===== src/rtl/sc_ctrl_decoder.sv =====
module sc_ctrl_decoder #(
  parameter bit HAS_MULDIV = 1'b1
) (
  input  logic [5:0] opcode,
  input  logic       ra_zero,
  input  logic       irq,
  output logic [2:0] pc_sel,
  output logic       ra2_sel,
  output logic       a_sel,
  output logic       b_sel,
  output logic [3:0] alu_fn,
  output logic [1:0] wd_sel,
  output logic       mem_wr,
  output logic       rf_we,
  output logic       wa_sel
);
  localparam logic [5:0] OP_LD = 6'b011000, OP_ST = 6'b011001, OP_JMP = 6'b011011;
  localparam logic [5:0] OP_BEQ = 6'b011101, OP_BNE = 6'b011110, OP_LDR = 6'b011111;
  localparam logic [2:0] PC_NEXT = 3'd0, PC_BR = 3'd1, PC_REG = 3'd2, PC_ILL = 3'd3, PC_IRQ = 3'd4;
  localparam logic [1:0] WD_PC4 = 2'd0, WD_ALU = 2'd1, WD_MEM = 2'd2;
  localparam logic [3:0] FN_ADD = 4'd0, FN_PASSA = 4'd7;

  logic fn_ok, legal;

  always_comb begin
    case (opcode[3:0])
      4'd0, 4'd1, 4'd4, 4'd5, 4'd6, 4'd8, 4'd9, 4'd10, 4'd12, 4'd13, 4'd14: fn_ok = 1'b1;
      4'd2, 4'd3: fn_ok = HAS_MULDIV;
      default: fn_ok = 1'b0;
    endcase
  end

  always_comb begin
    pc_sel  = PC_NEXT;
    ra2_sel = 1'b0;
    a_sel   = 1'b0;
    b_sel   = 1'b0;
    alu_fn  = FN_ADD;
    wd_sel  = WD_PC4;
    mem_wr  = 1'b0;
    rf_we   = 1'b0;
    wa_sel  = 1'b0;
    legal   = 1'b1;
    if (opcode[5]) begin
      legal  = fn_ok;
      alu_fn = opcode[3:0];
      b_sel  = opcode[4];
      wd_sel = WD_ALU;
      rf_we  = 1'b1;
    end else begin
      case (opcode)
        OP_LD:  begin b_sel = 1'b1; wd_sel = WD_MEM; rf_we = 1'b1; end
        OP_ST:  begin b_sel = 1'b1; ra2_sel = 1'b1; mem_wr = 1'b1; end
        OP_JMP: begin pc_sel = PC_REG; rf_we = 1'b1; end
        OP_BEQ: begin pc_sel = ra_zero ? PC_BR : PC_NEXT; rf_we = 1'b1; end
        OP_BNE: begin pc_sel = ra_zero ? PC_NEXT : PC_BR; rf_we = 1'b1; end
        OP_LDR: begin a_sel = 1'b1; alu_fn = FN_PASSA; wd_sel = WD_MEM; rf_we = 1'b1; end
        default: legal = 1'b0;
      endcase
    end
    if (irq || !legal) begin
      pc_sel  = irq ? PC_IRQ : PC_ILL;
      ra2_sel = 1'b0;
      a_sel   = 1'b0;
      b_sel   = 1'b0;
      alu_fn  = FN_ADD;
      wd_sel  = WD_PC4;
      mem_wr  = 1'b0;
      rf_we   = 1'b1;
      wa_sel  = 1'b1;
    end
  end
endmodule


===== config.mk =====
export PLATFORM = sky130hd
export DESIGN_NAME = sc_ctrl_decoder
export DESIGN_NICKNAME = d
export VERILOG_FILES = /design/src/rtl/sc_ctrl_decoder.sv
export SDC_FILE = /design/constraint.sdc
export NUM_CORES = 1
export LEC_CHECK = 0
export BUFFER_PORTS_ARGS = -buffer_cell sky130_fd_sc_hd__clkbuf_2
export CAP_MARGIN = 30
export CORE_AREA = 2 2 39 41
export DETAILED_ROUTE_END_ITERATION = 16
export DIE_AREA = 0 0 41 43
export SLEW_MARGIN = 10
export SYNTH_ARGS = -nofsm -noshare
export SYNTH_HDL_FRONTEND = slang
export SYNTH_SLANG_ARGS = --single-unit

===== constraint.sdc =====
create_clock -name vclk -period 1.8
set_input_delay 0.36 -clock vclk [all_inputs]
set_output_delay 0.36 -clock vclk [all_outputs]
set_load 0.02 [all_outputs]

==> flow_summary.yaml, run 1 <==
run_status:
  status: "completed"
yosys:
  syn-cell-area_sq_um: 267
  ys_seq_area_frac: 0
  synth_top_area_frac: 0.0939
  netlist_top_cells_area: "and3_1 (9.4%), a21oi_1 (5.6%), buf_2 (5.6%), nand3_1 (5.6%), o21ai_0 (5.6%)"
  syn_avg_cell_area_sq_um: 5.79
  ys_warn_count: 0
  synth_fp_nets: 54
  yosysTopAreaCell: "and3_1"
  synth.distinct_cells: 27
  synth_cells: 46
detailed_routing:
  detail-route-antenna-nets: 0
  via_per_inst: 4.96
  wire_per_inst_um: 10.7
  first_pass_iters: 4
  wl_um: 874
  drt_iter0_drc: 8
  drc: 0
  vias: 407
sta:
  tightest_slew_ns: 0.277
  period_share: 0.979
  max_freq_mhz: 567
  setup_violations: 0
  timing.final.ws_setup_ns: 0.0373
  final_max_slew_viol_count: 0
  hold_viol_final: 0
  maxSlewHeadroom: 0.814
  grt_setup_unrepaired: "true"
  period_needed_ns: 1.76
finish:
  seq_cell_count: 0
  fin_util: 0.288
  fillCellCount: 174
  num_antenna_cells: 0
  regArea_sq_um: 0
  num-nets-final: 76
  area_growth_pct: 49.3
  nClkBuffers: 0
  layout-drive-gt1-share: 0.409
worst_setup_path:
  cp_top_family: "compound AO/OA/AOI/OAI gates"
  cp_slowest_stage_delay_ns: 0.36
  worst-path-buf-inv: 2
  path_max_fanout: 2
  cp-start-kind: "input port"
  critical_path_arrival_ns: 1.40
  crit_type: "in -> out"
  crit_required_ns: 1.44
  critPathSlowestCell: "or3b_1"
  worstPathCellList: "clkbuf_2 > or3b_1 > a211o_1 > a31oi_1 > buf_4"
  end_kind: "primary output"
die:
  start_util: 0.193
  die_area_sq_um: 1760
  coreArea_sq_um: 1380
  chipWidth_um: 41
  ioPinCount: 23
  die_h_um: 43
  num_rows: 14
power:
  p_clk_frac: 0
  peakVddDrop_mv: 0.0796
  power.density_nw_per_um2: 226
  intPower_mw: 0.0348
  p_switching_mw: 0.0552
  p_sw_frac: 0.614
  power.leakage_nw: 0.213
  p_comb_frac: 1.000
  seq_power_share: 0
grt:
  antenna_found_initial: 0
  grt.total_usage: 0.115
  grt_pass1_vias: 356
  grt_max_degree: 12
  grt_pass1_wl_um: 1550
  gr-total-overflow: 0
place:
  portBuffers: 23
  pre_cts_slack_ns: -0.0272
  gp_congestion: 0.830
job:
  cap_violations: 0
min_path:
  min-delay-start: "irq"
  hold-path-cell-count: 2
  whs_endpoint: "pc_sel[2]"
  hp-class: "in -> out"
clocking:
  post_cts_buffers: 0
[worst max path at each step]
stage               cells past startpoint   endpoint      start  slack (ns)
CTS                                     5  pc_sel[0]  opcode[0]       0.003
detailed placement                      5  pc_sel[0]  opcode[0]       -0.03
global placement                        5  pc_sel[0]  opcode[0]       -0.03
floorplan                               3  pc_sel[0]  opcode[0]        0.04
global route                            5  pc_sel[0]  opcode[0]      -0.002
finish                                  5  pc_sel[0]  opcode[0]        0.04
[per-stage QoR]
| stage | hold slack, ns | total power, mW | TNS (ns) | std cells | cell area (sq um) |
|---|---|---|---|---|---|
| floorplan | 0.797 | 0.0558 | 0 | 46 | 267 |
| global placement | 1.03 | 0.0878 | -0.0259 | 82 | 394 |
| detailed placement | 1.03 | 0.0888 | -0.0272 | 82 | 394 |
| CTS | 1.03 | 0.0899 | 0 | 82 | 397 |
| global route | 1.05 | 0.101 | -0.00293 | 82 | 398 |
| finish | 1.03 | 0.0900 | 0 | 82 | 398 |
[power by group through the flow]
stage,clock network [mW],registers [mW],logic (mW)
after CTS,0,0,0.0899
after global routing,0,0,0.101
after floorplan,0,0,0.0558
after detailed placement,0,0,0.0888
final,0,0,0.0900
after global placement,0,0,0.0878
[synth_stat cells (2+ instances only)]
master    count
buf_2         3
or3_1         2
a21oi_1       3
o21ai_0       3
nand3_1       3
inv_1         3
nand2_1       4
and3_1        4
clkbuf_1      2
a31oi_1       2
[cells by family (layout without fill, tap and decap cells)]
kind of cell	Yosys count	in the layout	synth area share
AO/OA/AOI/OAI	12	12	0.282
XOR/XNOR	1	1	0.0329
buffers and inverters	9	29	0.155
AND/OR/NAND/NOR	24	24	0.531
[per-layer routing]
metal / vias to the layer above / track usage / routed length (um)
li1: 206 / - / -
met1: 190 / 0.168 / 380
met2: 11 / 0.188 / 435
met3: 0 / 0.0105 / 57
met4: 0 / 0 / 0
met5: - / 0 / 0
[layout by cell type, fill, tap and decap left out, drive strengths merged, types with 2 or more instances in the layout]
cell type,synthesis,routed
clkbuf,2,21
buf,4,5
nand2,4,4
and3,4,4
o21ai,3,3
inv,3,3
a21oi,3,3
nand3,3,3
a31oi,2,2
or3,2,2
[area by class of cell]
type               count  area [sq um]  share of cell area
multi-input cells     37           226               0.569
repair buffers        26           140               0.352
well taps             16          20.0              0.0503
inverters              3          11.3              0.0283
[what timing repair did]
item	CTS	global route
resized for setup	1	3
setup endpoints to repair	1	5
pin swaps	1	0
hold buffers	0	0
(Power assumes the default switching activity.)
==> run 2: changes to the inputs <==
--- a/config.mk
+++ b/config.mk
@@ -5,6 +5,7 @@
 export SDC_FILE = /design/constraint.sdc
 export NUM_CORES = 1
 export LEC_CHECK = 0
+export ABC_AREA = 1
 export BUFFER_PORTS_ARGS = -buffer_cell sky130_fd_sc_hd__clkbuf_2
 export CAP_MARGIN = 30
 export CORE_AREA = 2 2 39 41
==> flow_summary.yaml, run 2 <==
yosys:
  synth_cells: 57
  synth-simple-area-share: 0.690
  synth.distinct_cells: 18
  synth_compound_area_frac: 0.118
  synth_mux_area_frac: 0
  synthAdderAreaFrac: 0
  ys_warn_count: 0
  synth_fp_nets: 65
  synth_top_area_frac: 0.196
  syn-cell-area_sq_um: 319
  netlist_top_cells_area: "nor2_2 (20%), nand2_1 (14%), inv_1 (9.4%), nand2_4 (7.1%), nor2_4 (7.1%)"
  ys_seq_area_frac: 0
  synth_commonest_cells: "nand2_1 (12), nor2_2 (10), inv_1 (8), inv_2 (4)"
  synth_top_family_by_area: "simple AND/OR/NAND/NOR gates"
  yosysMostFrequentCell: "nand2_1"
  yosysTopAreaCell: "nor2_2"
  synth_xor_xnor_area_share: 0
  syn_avg_cell_area_sq_um: 5.60
finish:
  nClkBuffers: 0
  regArea_sq_um: 0
  final_cell_mix: "clkbuf_2 (20), nand2_1 (12), nor2_2 (10)"
  layout_commonest_cell: "clkbuf_2"
  fin_util: 0.316
  layout-drive-gt1-share: 0.597
  area_growth_pct: 37.3
  num_antenna_cells: 0
  num-nets-final: 87
  fillCellCount: 160
  seq_cell_count: 0
detailed_routing:
  drt_iter0_drc: 5
  drc: 0
  wl_um: 757
  detail-route-antenna-nets: 0
  first_pass_iters: 2
  wire_per_inst_um: 8.14
  via_per_inst: 4.06
  vias: 378
sta:
  max_freq_mhz: 580
  hold_ws_ns: 0.998
  tns_ns: 0
  setup_violations: 0
  period_needed_ns: 1.73
  tightest_slew_ns: 0.187
  maxSlewHeadroom: 0.874
  hold_viol_final: 0
  grt_setup_unrepaired: "false"
  final_max_slew_viol_count: 0
  period_share: 0.958
  timing.final.ws_setup_ns: 0.0747
die:
  num_rows: 14
  ioPinCount: 23
  die_area_sq_um: 1760
  die_h_um: 43
  chipWidth_um: 41
  start_util: 0.231
  coreArea_sq_um: 1380
grt:
  grt_pass1_wl_um: 1240
  use_met1: 0.130
  grt_use_met2: 0.163
  antenna_found_initial: 0
  grt_pass1_vias: 304
  grt_max_degree: 11
  gr-total-overflow: 0
  grt.total_usage: 0.0929
  grt.busiest_layer: "met2"
  grt_util_met3: 0
worst_setup_path:
  critPathSlowestCell: "buf_2"
  crit_type: "in -> out"
  cp-start-kind: "input port"
  worst-path-buf-inv: 3
  path_max_fanout: 10
  end_kind: "primary output"
  cp_slowest_stage_delay_ns: 0.17
  startpoint: "opcode[5]"
  cp_top_family: "simple AND/OR/NAND/NOR gates"
  critical_path_arrival_ns: 1.37
  crit_required_ns: 1.44
  worstPathCellList: "clkbuf_2 > inv_2 > nand2_2 > nor2_4 > o21ai_2 > nand2_4 > nand2_8 > nor2_2 > buf_2"
min_path:
  min-delay-start: "irq"
  hp-class: "in -> out"
power:
  power.leakage_nw: 0.239
  power.density_nw_per_um2: 224
  peakVddDrop_mv: 0.0696
place:
  gp_congestion: 0.827
  pre_cts_slack_ns: 0.0614
  dp_hpwl_um: 727
  portBuffers: 23
job:
  cap_violations: 0
run_status:
  status: "completed"
clocking:
  ctsHoldBuffers: 0
==> run 2: cell count changes in the layout (fill, tap and decap cells not counted), moves of 3 or more <==
cell and change:
nor2_2 +10, nand2_1 +8, inv_2 +5, and3_1 -4, buf_4 -4, inv_1 +4, a21oi_1 -3
==> run 2: layout make-up <==
type               instances  area, sq um  area share
inverters                 12         45.0       0.103
multi-input cells         42          258       0.589
well taps                 16         20.0      0.0457
repair buffers            23          115       0.263
==> run 2: through the flow <==
step,std cells,power [mW],cell area [sq um]
final,93,0.0979,438
after global routing,93,0.108,438
after CTS,93,0.0988,438
after detailed placement,93,0.0988,438
after global placement,93,0.0979,438
after floorplan,57,0.0688,319
==> run 2: routing by layer <==
layer | share of wire | vias up | wire length, um
met1 | 0.42 | 154 | 316
met3 | 0.057 | 0 | 43
met5 | 0 | - | 0
met2 | 0.52 | 9 | 397
li1 | - | 215 | -
met4 | 0 | 0 | 0
==> run 2: worst paths after layout <==
check | end | slack, ns | cells past startpoint
worst min-delay path | pc_sel[2] | 1.0 | 2
worst max-delay path | wd_sel[0] | 0.07 | 9
==> run 2: what timing repair did <==
action / CTS / global route
setup endpoints to repair: 0 / 11
endpoints found under the hold margin: 0 / 0
resized for setup: 0 / 5
buffers inserted: 0 / 0
==> run 2: cells by family after synthesis <==
kind of cell | after synthesis
AOI/OAI and AO/OA | 6
buffers and inverters | 15
and+or+nand+nor | 36
==> run 2: power by group <==
group / internal, mW / switching, mW / leakage [nW]
registers: 0 / 0 / 0
logic: 0.0320 / 0.0659 / 0.239
clock network: 0 / 0 / 0
==> run 3: changes to the inputs <==
--- a/config.mk
+++ b/config.mk
@@ -8,9 +8,12 @@
 export ABC_AREA = 1
 export BUFFER_PORTS_ARGS = -buffer_cell sky130_fd_sc_hd__clkbuf_2
 export CAP_MARGIN = 30
-export CORE_AREA = 2 2 39 41
+export CELL_PAD_IN_SITES_DETAIL_PLACEMENT = 1
+export CELL_PAD_IN_SITES_GLOBAL_PLACEMENT = 2
+export CORE_MARGIN = 2
+export CORE_UTILIZATION = 19
 export DETAILED_ROUTE_END_ITERATION = 16
-export DIE_AREA = 0 0 41 43
+export PLACE_DENSITY_LB_ADDON = 0.1
 export SLEW_MARGIN = 10
 export SYNTH_ARGS = -nofsm -noshare
 export SYNTH_HDL_FRONTEND = slang
==> flow_summary.yaml, run 3 (synthesis results as in run 2) <==
grt:
  grt.total_usage: 0.0885
  gr-total-overflow: 0
  grt_pass1_vias: 327
  grt_pass1_wl_um: 1380
  antenna_found_initial: 0
  grt_max_degree: 11
place:
  gp_congestion: 0.686
  dpl.cell_count: 94
  dp_hpwl_um: 763
  portBuffers: 23
finish:
  seq_cell_count: 0
  multiInputGateArea_sq_um: 258
  num_antenna_cells: 0
  layout_commonest_cell: "clkbuf_2"
  fin_util: 0.291
  fillCellCount: 215
  stdcell_count: 94
  final_cell_mix: "clkbuf_2 (20), nand2_1 (12), nor2_2 (10)"
  layout-drive-gt1-share: 0.603
  nClkBuffers: 0
  regArea_sq_um: 0
  num-nets-final: 88
  area_growth_pct: 40.4
power:
  p_clk_frac: 0
  p_sw_frac: 0.660
  peakVddDrop_mv: 0.0577
  seq_power_share: 0
  power.leakage_nw: 0.243
  intPower_mw: 0.0342
  power.density_nw_per_um2: 225
  power_mw: 0.101
  p_switching_mw: 0.0664
  p_comb_frac: 1.000
detailed_routing:
  via_per_inst: 4.26
  wire_per_inst_um: 8.97
  drc: 0
  vias: 400
  first_pass_iters: 1
  detail-route-antenna-nets: 0
  wl_um: 843
  drt_iter0_drc: 0
die:
  die_area_sq_um: 2020
  chipWidth_um: 45.0
  coreArea_sq_um: 1540
  num_rows: 14
  start_util: 0.207
  die_h_um: 45.0
  ioPinCount: 23
sta:
  period_needed_ns: 1.66
  hold_viol_final: 0
  period_share: 0.922
  final_max_slew_viol_count: 0
  maxSlewHeadroom: 0.863
  tightest_slew_ns: 0.203
  tns_ns: 0
  grt_setup_unrepaired: "false"
  max_freq_mhz: 602
  setup_violations: 0
clocking:
  ctsHoldBuffers: 0
worst_setup_path:
  crit_required_ns: 1.44
  cp-start-kind: "input port"
  worst-path-buf-inv: 3
  cp_top_family: "simple AND/OR/NAND/NOR gates"
  critPathMostFrequentCell: "clkbuf_2"
  worstPathCellList: "clkbuf_2 > o21ai_0 > nor2_2 > nor2_4 > nand3_1 > inv_2 > clkbuf_2"
  critPathSlowestCell: "o21ai_0"
  crit_type: "in -> out"
  cp_slowest_stage_delay_ns: 0.21
  path_max_fanout: 4
  end_kind: "primary output"
  critical_path_arrival_ns: 1.30
run_status:
  status: "completed"
min_path:
  hp-class: "in -> out"
job:
  cap_violations: 0
run 3: cell count changes in the layout (fill, tap and decap cells not counted):
cell	delta
buf_4	+2
buf_2	-1
o21ai_1	-2
o21ai_0	+2
run 3: final timing paths:
path	startpoint	end	slack, ns	cells past startpoint
min	irq	pc_sel[2]	1.0	2
max	opcode[3]	mem_wr	0.14	7
run 3: metal layers:
metal	routed length (um)	global-route usage	vias up
met1	399	0.128	173
met4	0	0	0
li1	-	-	215
met2	390	0.157	12
met3	53	0	0
met5	0	0	-
run 3: power groups by stage:
stage | clock [mW] | combinational, mW | sequential, mW
detailed placement | 0 | 0.102 | 0
global placement | 0 | 0.102 | 0
floorplan | 0 | 0.0688 | 0
global route | 0 | 0.112 | 0
finish | 0 | 0.101 | 0
CTS | 0 | 0.102 | 0
run 3: area by class of cell:
cell class | count | share of cell area
inverter | 12 | 0.101
multi-input combinational | 42 | 0.575
tap | 16 | 0.0447
timing repair buffer | 24 | 0.279
run 3: through the flow:
step                      setup WS (ns)  hold WS (ns)  area [sq um]
final                             0.140         0.996           448
after floorplan                  0.0267         0.834           319
after global routing           0.000465          1.01           448
after global placement            0.104          1.00           445
after CTS                        0.0946          1.00           445
after detailed placement         0.0945          1.00           445
run 3: repair_timing:
action	in CTS	in global routing
resized for setup	0	4
setup buffers	0	0
endpoints found under the setup margin	0	3
